## src/rtl/sram_ctrl_pkg.sv

```systemverilog
package sram_ctrl_pkg;

  typedef enum logic [1:0] {
    WM_32    = 2'b00,
    WM_16    = 2'b01,
    WM_8     = 2'b10,
    WM_32ALT = 2'b11
  } width_mode_e;

  typedef enum logic [2:0] {
    ST_IDLE   = 3'd0,
    ST_READ   = 3'd1,
    ST_TURN   = 3'd2,
    ST_WSETUP = 3'd3,
    ST_WPULSE = 3'd4,
    ST_WREC   = 3'd5
  } seq_state_e;

  // nanoseconds to whole cycles, rounded up, never below one
  function automatic int ns_to_cyc(input int t_ns, input int clk_ns);
    int c;
    c = (t_ns + clk_ns - 1) / clk_ns;
    return (c < 1) ? 1 : c;
  endfunction

  function automatic int imax(input int a, input int b);
    return (a > b) ? a : b;
  endfunction

endpackage

```

## src/rtl/sram_lane_map.sv

```systemverilog
module sram_lane_map
  import sram_ctrl_pkg::*;
#(
  parameter int ADDR_W = 19,
  parameter int LANES  = 4,
  parameter int LANE_W = 8,
  localparam int SEL_W  = $clog2(LANES),
  localparam int DATA_W = LANES * LANE_W,
  localparam int UA_W   = ADDR_W + SEL_W
) (
  input  width_mode_e       mode,
  input  logic [UA_W-1:0]   uaddr,
  input  logic [DATA_W-1:0] wdata,
  output logic [ADDR_W-1:0] phys_addr,
  output logic [LANES-1:0]  lane_mask,
  output logic [DATA_W-1:0] lane_wdata,
  output logic [SEL_W-1:0]  sub_sel
);
  localparam int PSEL_W = SEL_W - 1;

  logic              is16, is8;
  logic [PSEL_W-1:0] pair_idx;
  logic [SEL_W-1:0]  lane_idx;

  assign is16     = (mode == WM_16);
  assign is8      = (mode == WM_8);
  assign pair_idx = uaddr[PSEL_W-1:0];
  assign lane_idx = uaddr[SEL_W-1:0];

  always_comb begin
    if (is8)       phys_addr = uaddr[SEL_W +: ADDR_W];
    else if (is16) phys_addr = uaddr[PSEL_W +: ADDR_W];
    else           phys_addr = uaddr[ADDR_W-1:0];
  end

  assign sub_sel = is16 ? SEL_W'(pair_idx) : lane_idx;

  for (genvar l = 0; l < LANES; l++) begin : g_lane
    localparam logic [PSEL_W-1:0] MY_PAIR = PSEL_W'(l / 2);
    localparam logic [SEL_W-1:0]  MY_LANE = SEL_W'(l);
    assign lane_mask[l] = is8  ? (lane_idx == MY_LANE) :
                          is16 ? (pair_idx == MY_PAIR) : 1'b1;
    assign lane_wdata[l*LANE_W +: LANE_W] =
      is8  ? wdata[LANE_W-1:0] :
      is16 ? wdata[(l%2)*LANE_W +: LANE_W] :
             wdata[l*LANE_W +: LANE_W];
  end

endmodule

```

## src/rtl/sram_read_align.sv

```systemverilog
module sram_read_align
  import sram_ctrl_pkg::*;
#(
  parameter int LANES  = 4,
  parameter int LANE_W = 8,
  localparam int SEL_W  = $clog2(LANES),
  localparam int DATA_W = LANES * LANE_W
) (
  input  logic              clk,
  input  logic              rst,
  input  logic              cap_en,
  input  width_mode_e       mode,
  input  logic [SEL_W-1:0]  sub_sel,
  input  logic [DATA_W-1:0] dq_i,
  output logic [DATA_W-1:0] rdata,
  output logic              rvalid
);
  localparam int HALF_W = 2 * LANE_W;
  localparam int PSEL_W = SEL_W - 1;

  logic [DATA_W-1:0] aligned;

  always_comb begin
    aligned = '0;
    case (mode)
      WM_16:   aligned[HALF_W-1:0] = dq_i[int'(sub_sel[PSEL_W-1:0]) * HALF_W +: HALF_W];
      WM_8:    aligned[LANE_W-1:0] = dq_i[int'(sub_sel) * LANE_W +: LANE_W];
      default: aligned = dq_i;
    endcase
  end

  always_ff @(posedge clk) begin
    if (rst) begin
      rvalid <= 1'b0;
      rdata  <= '0;
    end else begin
      rvalid <= cap_en;
      if (cap_en) rdata <= aligned;
    end
  end


  rsp_single_chk: assert property (@(posedge clk) disable iff (rst)
    rvalid |=> !rvalid);

endmodule

```

## src/rtl/sram_seq.sv

```systemverilog
module sram_seq
  import sram_ctrl_pkg::*;
#(
  parameter int RD_CYC  = 2,
  parameter int WP_CYC  = 2,
  parameter int REC_CYC = 1,
  localparam int CNT_W  = $clog2(imax(imax(RD_CYC, WP_CYC), REC_CYC) + 1)
) (
  input  logic clk,
  input  logic rst,
  input  logic req_valid,
  input  logic req_write,
  output logic req_ready,
  output logic accept,
  output logic act_q,
  output logic oe_q,
  output logic we_q,
  output logic cap_en
);
  localparam logic [CNT_W-1:0] RD_LD  = CNT_W'(RD_CYC - 1);
  localparam logic [CNT_W-1:0] WP_LD  = CNT_W'(WP_CYC - 1);
  localparam logic [CNT_W-1:0] REC_LD = CNT_W'(REC_CYC - 1);
  localparam logic [CNT_W-1:0] ONE    = CNT_W'(1);

  seq_state_e       state, state_n;
  logic [CNT_W-1:0] cnt, cnt_n;

  assign req_ready = (state == ST_IDLE);
  assign accept    = req_ready && req_valid;
  assign cap_en    = (state == ST_READ) && (cnt == '0);

  always_comb begin
    state_n = state;
    cnt_n   = cnt;
    case (state)
      ST_IDLE: if (req_valid) begin
        state_n = req_write ? ST_WSETUP : ST_READ;
        cnt_n   = RD_LD;
      end
      ST_READ:
        if (cnt == '0) state_n = ST_TURN;
        else           cnt_n   = cnt - ONE;
      ST_TURN: state_n = ST_IDLE;
      ST_WSETUP: begin
        state_n = ST_WPULSE;
        cnt_n   = WP_LD;
      end
      ST_WPULSE:
        if (cnt == '0) begin
          state_n = ST_WREC;
          cnt_n   = REC_LD;
        end else cnt_n = cnt - ONE;
      ST_WREC:
        if (cnt == '0) state_n = ST_IDLE;
        else           cnt_n   = cnt - ONE;
      default: state_n = ST_IDLE;
    endcase
  end

  // strobe flags are flops so the memory pins never see decode glitches
  always_ff @(posedge clk) begin
    if (rst) begin
      state <= ST_IDLE;
      cnt   <= '0;
      act_q <= 1'b0;
      oe_q  <= 1'b0;
      we_q  <= 1'b0;
    end else begin
      state <= state_n;
      cnt   <= cnt_n;
      act_q <= (state_n == ST_READ) || (state_n == ST_WSETUP) || (state_n == ST_WPULSE);
      oe_q  <= (state_n == ST_READ);
      we_q  <= (state_n == ST_WPULSE);
    end
  end


  turn_gap_chk: assert property (@(posedge clk) disable iff (rst)
    (state == ST_READ && cnt == '0) |=> (!act_q && !oe_q && !req_ready));


  we_excl_chk: assert property (@(posedge clk) disable iff (rst)
    we_q |-> (act_q && !oe_q));


  wsetup_first_chk: assert property (@(posedge clk) disable iff (rst)
    (accept && req_write) |=> (act_q && !we_q && !oe_q));

endmodule

```

## src/rtl/sram_lane_ctrl.sv

```systemverilog
module sram_lane_ctrl
  import sram_ctrl_pkg::*;
#(
  parameter int ADDR_W   = 19,
  parameter int LANES    = 4,
  parameter int LANE_W   = 8,
  parameter int CLK_NS   = 8,
  parameter int T_RC_NS  = 12,
  parameter int T_AA_NS  = 12,
  parameter int T_ACS_NS = 12,
  parameter int T_WC_NS  = 12,
  parameter int T_WP_NS  = 10,
  parameter int T_DW_NS  = 8,
  parameter int T_CW_NS  = 10,
  localparam int SEL_W   = $clog2(LANES),
  localparam int DATA_W  = LANES * LANE_W,
  localparam int UA_W    = ADDR_W + SEL_W
) (
  input  logic              clk,
  input  logic              rst,
  input  logic              req_valid,
  output logic              req_ready,
  input  logic              req_write,
  input  logic [1:0]        req_mode,
  input  logic [UA_W-1:0]   req_addr,
  input  logic [DATA_W-1:0] req_wdata,
  output logic              rsp_valid,
  output logic [DATA_W-1:0] rsp_rdata,
  output logic [ADDR_W-1:0] sram_addr,
  output logic [LANES-1:0]  sram_cs_n,
  output logic [LANES-1:0]  sram_we_n,
  output logic              sram_oe_n,
  output logic [DATA_W-1:0] sram_dq_o,
  output logic              sram_dq_oe,
  input  logic [DATA_W-1:0] sram_dq_i
);
  localparam int RD_CYC = imax(imax(ns_to_cyc(T_RC_NS, CLK_NS), ns_to_cyc(T_AA_NS, CLK_NS)),
                               ns_to_cyc(T_ACS_NS, CLK_NS));
  localparam int WP_CYC = imax(imax(ns_to_cyc(T_WP_NS, CLK_NS), ns_to_cyc(T_DW_NS, CLK_NS)),
                               ns_to_cyc(T_CW_NS, CLK_NS) - 1);
  localparam int REC_CYC = imax(1, ns_to_cyc(T_WC_NS, CLK_NS) - WP_CYC - 1);

  width_mode_e       mode_in, mode_q;
  logic [ADDR_W-1:0] map_addr, addr_q;
  logic [LANES-1:0]  map_mask, mask_q;
  logic [DATA_W-1:0] map_wdata, wdata_q;
  logic [SEL_W-1:0]  map_sel, sel_q;
  logic              accept, act_q, oe_q, we_q, cap_en;

  assign mode_in = width_mode_e'(req_mode);

  sram_lane_map #(.ADDR_W(ADDR_W), .LANES(LANES), .LANE_W(LANE_W)) u_map (
    .mode      (mode_in),
    .uaddr     (req_addr),
    .wdata     (req_wdata),
    .phys_addr (map_addr),
    .lane_mask (map_mask),
    .lane_wdata(map_wdata),
    .sub_sel   (map_sel)
  );

  sram_seq #(.RD_CYC(RD_CYC), .WP_CYC(WP_CYC), .REC_CYC(REC_CYC)) u_seq (
    .clk      (clk),
    .rst      (rst),
    .req_valid(req_valid),
    .req_write(req_write),
    .req_ready(req_ready),
    .accept   (accept),
    .act_q    (act_q),
    .oe_q     (oe_q),
    .we_q     (we_q),
    .cap_en   (cap_en)
  );

  // request fields are frozen at the accepting edge
  always_ff @(posedge clk) begin
    if (rst) begin
      addr_q  <= '0;
      mask_q  <= '0;
      wdata_q <= '0;
      sel_q   <= '0;
      mode_q  <= WM_32;
    end else if (accept) begin
      addr_q  <= map_addr;
      mask_q  <= map_mask;
      wdata_q <= map_wdata;
      sel_q   <= map_sel;
      mode_q  <= mode_in;
    end
  end

  sram_read_align #(.LANES(LANES), .LANE_W(LANE_W)) u_align (
    .clk    (clk),
    .rst    (rst),
    .cap_en (cap_en),
    .mode   (mode_q),
    .sub_sel(sel_q),
    .dq_i   (sram_dq_i),
    .rdata  (rsp_rdata),
    .rvalid (rsp_valid)
  );

  assign sram_addr  = addr_q;
  assign sram_cs_n  = ~(mask_q & {LANES{act_q}});
  assign sram_we_n  = ~(mask_q & {LANES{we_q}});
  assign sram_oe_n  = ~oe_q;
  assign sram_dq_o  = wdata_q;
  assign sram_dq_oe = we_q;


  idle_quiet_chk: assert property (@(posedge clk) disable iff (rst)
    req_ready |-> (&sram_cs_n && &sram_we_n && sram_oe_n && !sram_dq_oe && !rsp_valid));


  lane_pair_chk: assert property (@(posedge clk) disable iff (rst)
    ((~sram_we_n) & sram_cs_n) == '0);


  busy_hold_chk: assert property (@(posedge clk) disable iff (rst)
    (!req_ready && !$past(req_ready)) |-> $stable(sram_addr));

endmodule

```

## config.mk

```make
export PLATFORM = sky130hd
export DESIGN_NAME = sram_lane_ctrl
export DESIGN_NICKNAME = d
export VERILOG_FILES = /design/src/rtl/sram_ctrl_pkg.sv /design/src/rtl/sram_lane_map.sv /design/src/rtl/sram_read_align.sv /design/src/rtl/sram_seq.sv /design/src/rtl/sram_lane_ctrl.sv
export SDC_FILE = /design/constraint.sdc
export NUM_CORES = 1
export LEC_CHECK = 0
export BUFFER_PORTS_ARGS = -buffer_cell sky130_fd_sc_hd__buf_2
export CORE_MARGIN = 2
export CORE_UTILIZATION = 37
export CTS_CLUSTER_DIAMETER = 60
export DETAILED_ROUTE_END_ITERATION = 16
export GPL_ROUTABILITY_DRIVEN = 0
export GPL_TIMING_DRIVEN = 0
export PLACE_DENSITY_LB_ADDON = 0.3
export RECOVER_POWER = 25
export SLEW_MARGIN = 20
export SYNTH_ARGS = -nofsm -noshare
export SYNTH_HDL_FRONTEND = slang
export SYNTH_SLANG_ARGS = --single-unit
```

## constraint.sdc

```tcl
create_clock -name clk -period 2 [get_ports clk]
set_clock_uncertainty 0.2 [all_clocks]
set_input_delay 0.2 -clock clk [delete_from_list [all_inputs] [get_ports clk]]
set_output_delay 0.2 -clock clk [all_outputs]
set_load 0.02 [all_outputs]
```

Word level (Yosys, flattened, before mapping) --
Index checks and enable logic that the tools add are counted.
Storage, ports and cells: output and inout bits 95, input bits 91, register bits after elaboration 100
Operators by class: shift-type cells 2, eq/ne operators 16, bitwise logic cells 6, muxes and demuxes 27, reduce and logical (&&, ||, !) cells 11, add/subtract/negate cells 1
Operators with widths (number):
- 8-bit 2-to-1 mux | 5
- 19-bit 2-to-1 mux | 2
- 8-bit one-hot mux with 2 select lines | 2
- 32-bit by 6-bit variable part select with 16-bit output | 1
- 32-bit by 6-bit variable part select with 8-bit output | 1
- 16-bit 2-to-1 mux | 1
- 3-bit one-hot mux with 5 select lines | 1
- 3-bit 2-to-1 mux | 4
- 2-bit 2-to-1 mux | 5
- 3-bit == test, second input constant | 3
- 4-bit AND | 2
- 2-bit == test, second input constant | 4
- 4-bit inverter | 2
- 2-bit one-hot mux with 4 select lines | 1
- 2-bit by 1-bit == test with 1-bit output, second input constant | 3
- 3-bit by 1-bit == test with 1-bit output, second input constant | 2
- 3-bit by 2-bit == test with 1-bit output, second input constant | 2
- 1-bit 2-to-1 mux | 6
- 2-bit logical NOT | 2
- 2-bit != test, second input constant | 2
- 4-bit nonzero test | 1
- 2-bit OR reduction | 2
- 3-bit logical NOT | 1
- 3-bit AND reduction | 1
- other kinds (4) | 7

Logic depth before layout (Yosys ltp) --
Gate-level depths: netlist (run 1).
depth in word-level cells 6, gate-level depth with buffers 8

Hierarchy --
From an unflattened synthesis (run 1), not the netlist that was laid out.
Unflattened totals: cells, all modules 601, area total of the unflattened synthesis 5670.4 µm²
By module, submodules not included:
- sram_lane_ctrl | area each 2125.8 µm², cells an instance 200, instances 1
- sram_read_align | area each 1843.0 µm², cells an instance 215, instances 1
- sram_lane_map | area each 1228.7 µm², cells an instance 132, instances 1
- sram_seq | area each 473.0 µm², cells an instance 54, instances 1

Worst setup path after synthesis (run 1) --
No wires, ideal clock.
path kind register -> register, from reg u_seq.cnt[0], to reg u_align.rdata[4], arrival 1.591 ns, path slack 0.079 ns, library setup time 0.130 ns, stages on the path, launching flop included 9, required time 1.670 ns, path through dfxtp_1 -> inv_1 -> ha_1 -> nand2_1 -> or3_1 -> clkbuf_1 -> buf_2 -> a221oi_1 -> o31ai_1
On the way: longest elaborated chain between the ends 2
Ends and longest elaborated chain:
- start: declaration | line sram_seq.sv:26 | logic [CNT_W-1:0] cnt, cnt_n;
- start signal: assignment | line sram_seq.sv:70 | cnt <= cnt_n;
- 2-bit logical NOT | line sram_seq.sv:30 | assign cap_en = (state == ST_READ) && (cnt == '0);
- 1-bit logical AND | line sram_seq.sv:30
- end signal: assignment | line sram_read_align.sv:38 | if (cap_en) rdata <= aligned;
- end: declaration | line sram_read_align.sv:15 | output logic [DATA_W-1:0] rdata,
Every way passes these cells. A chain may end at the register's enable or synchronous reset.

Worst setup path in the final report (run 1) --
from reg u_seq.cnt[0], to reg u_align.rdata[11]
Same word-level chain as after synthesis.

==> results of run 1 <==
-- report_power, final --
group	switching, W	internal [W]	total [W]
registers	0.000125	0.00219	0.00232
logic	0.00103	0.000641	0.00167
clock network	0.000793	0.00101	0.00180
total	0.00195	0.00384	0.00579
-- worst max-delay path: cells and delay by family, from the launching register on --
family / cells / cell delay, ps
compound gates: 1 / 250
flops: 1 / 340
buf+inv: 2 / 240
simple gates: 3 / 590
fa+ha+maj: 1 / 190
-- final cells by class --
type                            instances  area, sq um
Timing Repair Buffer                  230         1310
Sequential cell                       100         2000
Clock inverter                          5         60.1
Clock buffer                           11          243
Tap cell                              180          225
Multi-Input combinational cell        461         3070
Buffer                                 59          295
Fill cell                            1370         6620
Inverter                               14         52.6
-- layer usage --
metal  part of all wire  wire length, um
met5                  0                0
met4              0.026              477
met3              0.089             1620
met1               0.42             7740
met2               0.46             8440
-- path summary, 6_finish.rpt --
kind                                        from                              to  slack [ps]  depth (start not counted)
setup reg to reg       u_seq.cnt[0]$_SDFFE_PP0P_  u_align.rdata[11]$_SDFFE_PP0P_          60                          7
hold reg to reg   u_align.rdata[20]$_SDFFE_PP0P_  u_align.rdata[20]$_SDFFE_PP0P_         250                          2
setup / recovery       u_seq.cnt[0]$_SDFFE_PP0P_  u_align.rdata[11]$_SDFFE_PP0P_          60                          7
hold / removal                     sram_dq_i[19]  u_align.rdata[19]$_SDFFE_PP0P_          10                          3
-- cell usage in the layout (no fill, tap or decap), types with 9 or more instances in the layout --
cell type and count:
clkbuf_1 72, nor2_1 77, nand2_1 86, clkbuf_2 10, a311oi_1 13, a21oi_1 57, nor3_1 25, clkbuf_16 9
a211oi_1 21, a221oi_2 11, nand3_1 21, dlygate4sd3_1 41, a22o_1 14, dfxtp_1 98, buf_2 153, nand2b_1 9
inv_1 13, mux2_2 19, mux2i_1 33, o211ai_1 20
-- timing repair --
item	in CTS	in global routing
setup buffers	1	3
gates cloned	0	0
endpoints found under the setup margin	44	50
gates resized for setup	28	24
hold endpoints to repair	41	0
pin swaps	0	1
hold buffers	41	0
-- cells by family (layout without fill, tap and decap cells) --
| kind of cell | after synthesis | in the layout |
|---|---|---|
| AND/OR/NAND/NOR | 234 | 234 |
| AO/OA/AOI/OAI | 162 | 162 |
| buffers and inverters | 74 | 319 |
| multiplexers | 60 | 60 |
| flip-flops | 100 | 100 |
| adder cells (fa/ha/maj) | 5 | 5 |
-- state kept, by name (all words and copies together) (netlist names) --
register        cells
mask_q              4
mode_q              2
sel_q               2
sram_addr          19
sram_dq_o          32
u_align.rdata      32
u_align.rvalid      1
u_seq.act_q         1
u_seq.cnt           2
u_seq.oe_q          1
u_seq.state         3
u_seq.we_q          1
-- metrics by stage --
step,setup TNS (ps),hold slack (ps),total power (W),instances,utilization
6_report,0,14.5,0.00579,1060,0.523
5_1_grt,-141,0.203,0.00608,1060,0.523
4_1_cts,0,1.53,0.00579,1057,0.522
3_5_place_dp,-7210,243,0.00389,1000,0.462
3_3_place_gp,-6470,239,0.00388,1000,0.462
2_1_floorplan,0,136,0.00332,635,-
==> metrics.txt, run 1 <==
outcome=finished clean; Area Overhead vs Synth=37.9%; Final Max Tran Viols=0; Rel. slew slack=0.536; Most Used Layer, Global Route=met2; vias per std cell=5.45; Root Driver=clkbuf_16; Yosys top cell area share=0.380; row cnt=43; Syn Std Cell Area=5260 sq um; H-Tree Depth=3; Final Hold Fails=0; deepest clock path buffer count=2; Antenna Nets Post-Route=0; fraction of layout cells with a size suffix above 1=0.276; FFs w/ async S/R, synth=0; Synth area leaders=dfxtp_1, mux2i_1, nand2_1; DR iter-0 viols=484; Tmin final=1940 ps; initial antenna violation count=0; Top FF cell, synth=dfxtp_1; Residual DRC=0; Total Routing Usage GR=0.236; max incr delay on CP=430 ps; Syn Nets=731; final setup fails=0; Seq/Total Area, Yosys=0.380; Max rail drop VDD=0.373 mV; Final period util=0.971; Num CTS Buffers=9; Antenna Cells=0; slack of the critical path=57.2 ps; Via Count=5776; die area=15200 sq um; RSZ-0062 raised after global routing=true; DR WL/cell=17.2 um; most frequent cell after synthesis=dfxtp_1; final net count=971; Syn Inst Count=635; largest net degree at the start of global routing=17; GRT met2 Usage=0.395; WP data arrival=1960 ps; worst-skew pair later-pin latency=350 ps; starting density of the core=0.379; CTS tree=done; number of synthesized flops with an enable pin=0; number of global-route vias before repair=5440; DP Wirelength=13.3 mm; gr ovfl total=0; #FFs+latches synth=100; Worst Path Max Fanout=10; Post-Place Worst Slack=-457 ps; Mean Syn Cell Area=8.29 sq um; core area=13900 sq um; critical-path cell list=inv_2 > ha_2 > nand2_2 > or3_4 > buf_6 > a221oi_1 > nor3_1; Leakage=3.01 nW; final wirelength=18.3 mm; XOR/XNOR share of the synthesized area=0; first-pass GRT wire length=27.9 mm; synth cell count leaders=dfxtp_1, nand2_1, nor2_1; CTS clk-pin slew, worst paths=70 ps; nature of the critical path startpoint=register; Synth Area in Adders=0.0119; synth warn=0; largest family of logic cells by synthesized area=compound AO/OA/AOI/OAI gates; Finished Cell Area=7260 sq um; Port Buf Inserts=185; HP Class=in -> reg; mux cell area share after synthesis=0.138; biggest area consumer among synthesized cells=dfxtp_1; simple-gate share of the synthesized area=0.193; max capacitance violation total=0; worst setup path category=reg -> reg; M1 GR Usage=0.295; Worst-Margin Slew=696 ps; Die X-Extent=123 um; iteration count of the initial detailed-routing pass=5; die height=123 um; Power Dens Cells=798 nW/um^2; placed inst area=6410 sq um; critical path's slowest cell=or3_4; Synth Area in Compound Gates=0.217; I/O Pins=186; Yosys cell types=37; critical path capture point type=register; Global Route met3 Usage=0.0530; Max Freq=515 MHz; CTS Sinks=100; CP required=2020 ps
Power figures use the tool's default switching activity.
==> inputs of run 2 (changes only) <==
==> constraint.sdc (replaced) <==
create_clock -name clk -period 2 [get_ports clk]
set_clock_uncertainty 0.2 [all_clocks]
set_input_delay 0.3 -clock clk [delete_from_list [all_inputs] [get_ports clk]]
set_output_delay 0.3 -clock clk [all_outputs]
set_load 0.02 [all_outputs]
==> run 2 against run 1 <==
Largest power group unchanged. Combinational power shrank 4%. Worst setup slack got worse by 14 ps. Critical endpoint is now u_align.rdata[0]$_SDFFE_PP0P_. Via count fell by 2.9%. Register-to-register slack about the same.
==> metrics.txt, run 2 (synthesis gave the netlist of run 1 again) <==
outcome=finished clean; most common cell after layout, fill and taps aside=buf_2; critical path's slowest cell=or3_4; starting density of the core=0.379 (unchanged); Root Driver=clkbuf_16; Residual DRC=0 (unchanged); row cnt=43 (unchanged); Worst-Margin Slew=698 ps (+2.69 ps); Final period util=0.978 (+0.00708); Area Overhead vs Synth=30.1%; Post-Place Worst Slack=-457 ps (unchanged); nature of the critical path startpoint=register; CP required=2010 ps (about the same); worst reg-to-reg setup slack=40 ps (about the same); number of global-route vias before repair=5197 (-4.5%); WP data arrival=1970 ps (about the same); Hold Path Depth=3 (unchanged); HP Class=in -> reg; worst setup path category=reg -> reg; vias per std cell=5.50 (+1.0%); Max rail drop VDD=0.374 mV (+0.32%); Final Hold Fails=0 (unchanged); gr ovfl total=0 (unchanged); Antenna Nets Post-Route=0 (unchanged); Port Buf Inserts=185 (unchanged); Total Routing Usage GR=0.231 (-0.00526); initial antenna violation count=0 (unchanged); Num CTS Buffers=9 (unchanged); critical-path cell list=inv_2 > ha_2 > nand2_2 > or3_4 > buf_4 > a221oi_1 > o31ai_1; I/O Pins=186 (unchanged); final net count=930 (-4.2%); RSZ-0062 raised after global routing=true; most frequent cells in the layout=buf_2, dfxtp_1, nand2_1; worst r2r src=u_seq.cnt[0]$_SDFFE_PP0P_; die height=123 um (unchanged); Antenna Cells=0 (unchanged); Rel. slew slack=0.534 (-0.00179); Worst Path Max Fanout=4 (-6); die area=15200 sq um (unchanged); Max Freq=511 MHz (-0.72%); final core occ=0.493 (-0.0296); hold_buf cts=0 (-100%); first-pass GRT wire length=27.2 mm (-2.5%); critical path capture point type=register; Die X-Extent=123 um (unchanged); Power Dens Cells=838 nW/um^2 (+5.1%); Fill cells=1417 (+3.4%); Final Max Tran Viols=0 (unchanged); max incr delay on CP=430 ps (about the same); deepest clock path buffer count=2 (unchanged); Hold Path Sink=sram_dq_o[11]$_SDFFE_PP0P_; fraction of layout cells with a size suffix above 1=0.290 (+0.0135); CTS Sinks=100 (unchanged); largest net degree at the start of global routing=17 (unchanged); CTS tree=done; Leakage=2.84 nW (-5.6%); final setup fails=0 (unchanged); worst-skew pair later-pin latency=350 ps (about the same); CTS clk-pin slew, worst paths=70 ps (about the same); H-Tree Depth=3 (unchanged); DR WL/cell=17.5 um (+1.7%); final wirelength=17.9 mm (-2.2%); iteration count of the initial detailed-routing pass=7 (+2); Hold Crit Start=req_wdata[11]; Via Count=5609 (-2.9%); DR iter-0 viols=499 (+3.1%); slack of the critical path=43.1 ps (-14.2 ps); Crit Reg-Reg Endpoint=u_align.rdata[0]$_SDFFE_PP0P_; DP Wirelength=13.3 mm (unchanged); max capacitance violation total=0 (unchanged); core area=13900 sq um (unchanged); reg2reg path depth=7 (unchanged); Tmin final=1960 ps (+14.2 ps)
==> run 2: cell types whose count changed in the layout (fill, tap and decap cells not counted) <==
cell           delta
dlygate4sd3_1    -41
==> run 2: repair_timing <==
item                       4_1_cts  5_1_grt
pin swaps                        0        1
setup buffers                    1        3
gates resized for setup         28       24
gates cloned                     0        0
setup endpoints to repair       44       50
==> run 2: report_power, final <==
| part | switching [W] | internal (W) | leakage (nW) | total (W) |
|---|---|---|---|---|
| clock network | 0.000806 | 0.00101 | 0.146 | 0.00182 |
| registers | 0.000123 | 0.00219 | 0.822 | 0.00231 |
| logic | 0.00102 | 0.000589 | 1.88 | 0.00161 |
==> run 2: final cells by class <==
cell class / count / area, sq um / share of cell area
multi-input cells: 461 / 3070 / 0.448
flip-flops and latches: 100 / 2000 / 0.293
repair buffers: 189 / 900 / 0.131
plain buffers: 59 / 295 / 0.0431
clock buffers: 11 / 243 / 0.0354
well taps: 180 / 225 / 0.0329
clock inverters: 5 / 60.1 / 0.00877
inverters: 14 / 52.6 / 0.00767
==> run 2: worst max-delay path by stage <==
stage | end | from | slack [ps]
after global routing | u_align.rdata[0]$_SDFFE_PP0P_ | u_seq.cnt[1]$_SDFFE_PP0P_ | -50
after global placement | u_align.rdata[6]$_SDFFE_PP0P_ | mode_q[0]$_SDFFE_PP0P_ | -420
final | u_align.rdata[0]$_SDFFE_PP0P_ | u_seq.cnt[0]$_SDFFE_PP0P_ | 40
after CTS | u_align.rdata[7]$_SDFFE_PP0P_ | u_seq.cnt[0]$_SDFFE_PP0P_ | 1
after detailed placement | u_align.rdata[0]$_SDFFE_PP0P_ | mode_q[0]$_SDFFE_PP0P_ | -460
after floorplan | u_align.rdata[4]$_SDFFE_PP0P_ | u_seq.cnt[0]$_SDFFE_PP0P_ | 80
==> run 2: critical path, delay by kind of cell, from the launching register on <==
kind	cells	cell delay [ps]
compound gates	2	340
fa+ha+maj	1	190
buf+inv	2	230
flops	1	340
simple gates	2	510
==> run 2: layer usage <==
| layer | track usage | up-vias | routed length, um |
|---|---|---|---|
| li1 | - | 2684 | - |
| met1 | 0.294 | 2635 | 7750 |
| met2 | 0.378 | 254 | 8110 |
| met3 | 0.0572 | 36 | 1600 |
| met4 | 0.0845 | 0 | 413 |
| met5 | 0 | - | 0 |
==> run 2: stage by stage <==
stage	total power (W)	instances	area (sq um)	setup TNS (ps)	hold WS, ps
2_1_floorplan	0.00332	635	5260	0	236
3_3_place_gp	0.00388	1000	6410	-6510	239
3_5_place_dp	0.00389	1000	6410	-7240	243
4_1_cts	0.00573	1016	6830	0	12.3
5_1_grt	0.00601	1019	6850	-151	18.7
6_report	0.00574	1019	6850	0	17.5
==> inputs of run 3 (changes only) <==
--- a/config.mk
+++ b/config.mk
@@ -14,6 +14,7 @@
 export GPL_TIMING_DRIVEN = 0
 export PLACE_DENSITY_LB_ADDON = 0.3
 export RECOVER_POWER = 25
+export SETUP_SLACK_MARGIN = 0.1
 export SLEW_MARGIN = 20
 export SYNTH_ARGS = -nofsm -noshare
 export SYNTH_HDL_FRONTEND = slang
==> run 3 against run 2 <==
Sequential share of layout area down 0.71 points. Final area grew 2.9%. Combinational power grew 6%. Sequential power about the same. Clock-buffer cell count down 1. Worst setup slack improved by 38 ps. Non-clock buffer count increased by 2. Critical path type unchanged. Critical endpoint is now u_align.rdata[3]$_SDFFE_PP0P_. Largest cell class unchanged. Highest routed layer unchanged.
==> metrics.txt, run 3 (synthesis gave the netlist of run 1 again) <==
Area Overhead vs Synth=33.8%; die height=123 um (unchanged); Power Dens Cells=805 nW/um^2 (-4.0%); max capacitance violation total=0 (unchanged); CTS tree=done; outcome=finished clean; DR iter-0 viols=416 (-17%); final setup fails=0 (unchanged); row cnt=43 (unchanged); Total Routing Usage GR=0.236 (+0.00509); Num CTS Buffers=9 (unchanged); hold_buf cts=0 (unchanged); I/O Pins=186 (unchanged); final net count=932 (+0.22%); Tmin final=1920 ps (-38.2 ps); Root Driver=clkbuf_16; worst setup path category=reg -> reg; HP Class=in -> reg; gr ovfl total=0 (unchanged); DP Wirelength=13.3 mm (+0.20%); deepest clock path buffer count=2 (unchanged); largest net degree at the start of global routing=16 (-1); Max Freq=521 MHz (+2.0%); Residual DRC=0 (unchanged); RSZ-0062 raised after global routing=true; Rel. slew slack=0.501 (-0.0337); DR WL/cell=17.8 um (+1.7%); Power, Total=0.00567 W (-1.2%); core area=13900 sq um (unchanged); nature of the critical path startpoint=register; final wirelength=18.2 mm (+1.7%); Final Max Tran Viols=0 (unchanged); fraction of layout cells with a size suffix above 1=0.315 (+0.0250); CTS Sinks=100 (unchanged); critical path capture point type=register; Leakage=2.88 nW (+1.2%); most frequent cells in the layout=buf_2, dfxtp_1, nand2_1; Worst Path Max Fanout=10 (+6); CP required=2020 ps (about the same); reg2reg path depth=8 (+1); Port Buf Inserts=185 (unchanged); worst-skew pair later-pin latency=350 ps (about the same); Antenna Cells=0 (unchanged); number of global-route vias before repair=5216 (+0.37%); critical path's slowest cell=dfxtp_4; initial antenna violation count=0 (unchanged); Worst-Margin Slew=749 ps (+50.5 ps); max incr delay on CP=360 ps (-70 ps); CTS clk-pin slew, worst paths=70 ps (about the same); Finished Cell Area=7040 sq um (+2.9%); most common cell after layout, fill and taps aside=buf_2; Fill cells=1346 (-5.0%); Die X-Extent=123 um (unchanged); Via Count=5614 (+0.089%); Hold Path Depth=3 (unchanged); placed inst area=6420 sq um (+0.12%); iteration count of the initial detailed-routing pass=5 (-2); WP data arrival=1940 ps (-30 ps); Max rail drop VDD=0.422 mV (+13%); die area=15200 sq um (unchanged); H-Tree Depth=3 (unchanged); starting density of the core=0.379 (unchanged); vias per std cell=5.51 (about the same); first-pass GRT wire length=27.6 mm (+1.4%); Final period util=0.959 (-0.0191); Final Hold Fails=0 (unchanged); Antenna Nets Post-Route=0 (unchanged); critical-path cell list=inv_4 > ha_4 > nand2_2 > or3_4 > buf_8 > buf_12 > a221oi_4 > o31ai_1; post-route setup TNS=0 ps (unchanged)
run 3: power by group:
| part | switching, W | internal, W |
|---|---|---|
| Combinational | 0.00106 | 0.000639 |
| Clock | 0.000785 | 0.000862 |
| Sequential | 0.000133 | 0.00219 |
| Total | 0.00197 | 0.00369 |
run 3: stage by stage:
step           hold slack (ps)   util  instances  setup slack [ps]
2_1_floorplan              236      -        635               102
3_3_place_gp               237  0.463       1000              -433
3_5_place_dp               244  0.463       1000              -479
4_1_cts                   11.1  0.497       1018               103
5_1_grt                   23.5  0.507       1019              39.7
6_report                  16.6  0.507       1019              81.3
run 3: cell type report:
| cell class | instances | area (sq um) | share of cell area |
|---|---|---|---|
| inverters | 14 | 55.1 | 0.00782 |
| repair buffers | 191 | 915 | 0.130 |
| multi-input cells | 461 | 3220 | 0.457 |
| plain buffers | 59 | 350 | 0.0497 |
| flip-flops and latches | 100 | 2010 | 0.286 |
| clock inverters | 4 | 27.5 | 0.00391 |
| clock buffers | 10 | 239 | 0.0339 |
| well taps | 180 | 225 | 0.0320 |
run 3: final timing paths:
path                              endpoint  slack (ps)                  startpoint
max          u_align.rdata[3]$_SDFFE_PP0P_          80   u_seq.cnt[0]$_SDFFE_PP0P_
min              u_seq.state[1]$_SDFF_PP0_          20                   req_write
max reg2reg  u_align.rdata[3]$_SDFFE_PP0P_          80   u_seq.cnt[0]$_SDFFE_PP0P_
min reg2reg     sram_dq_o[24]$_SDFFE_PP0P_         250  sram_dq_o[24]$_SDFFE_PP0P_
run 3: critical path, delay by kind of cell, from the launching register on:
kind	cells	cell delay [ps]
compound gates	2	300
fa+ha+maj	1	140
simple gates	2	420
flops	1	360
buf+inv	3	350
run 3: timing repair:
item | in CTS | in global routing
pin swaps | 3 | 7
setup buffers | 3 | 2
resized for setup | 50 | 53
endpoints found under the setup margin | 82 | 69
gates cloned | 1 | 0
run 3: routing by layer:
metal | GRT usage | share of wire | up-vias
li1 | - | - | 2699
met1 | 0.300 | 0.42 | 2649
met2 | 0.395 | 0.47 | 243
met3 | 0.0535 | 0.090 | 23
met4 | 0.0774 | 0.017 | 0
met5 | 0 | 0 | -
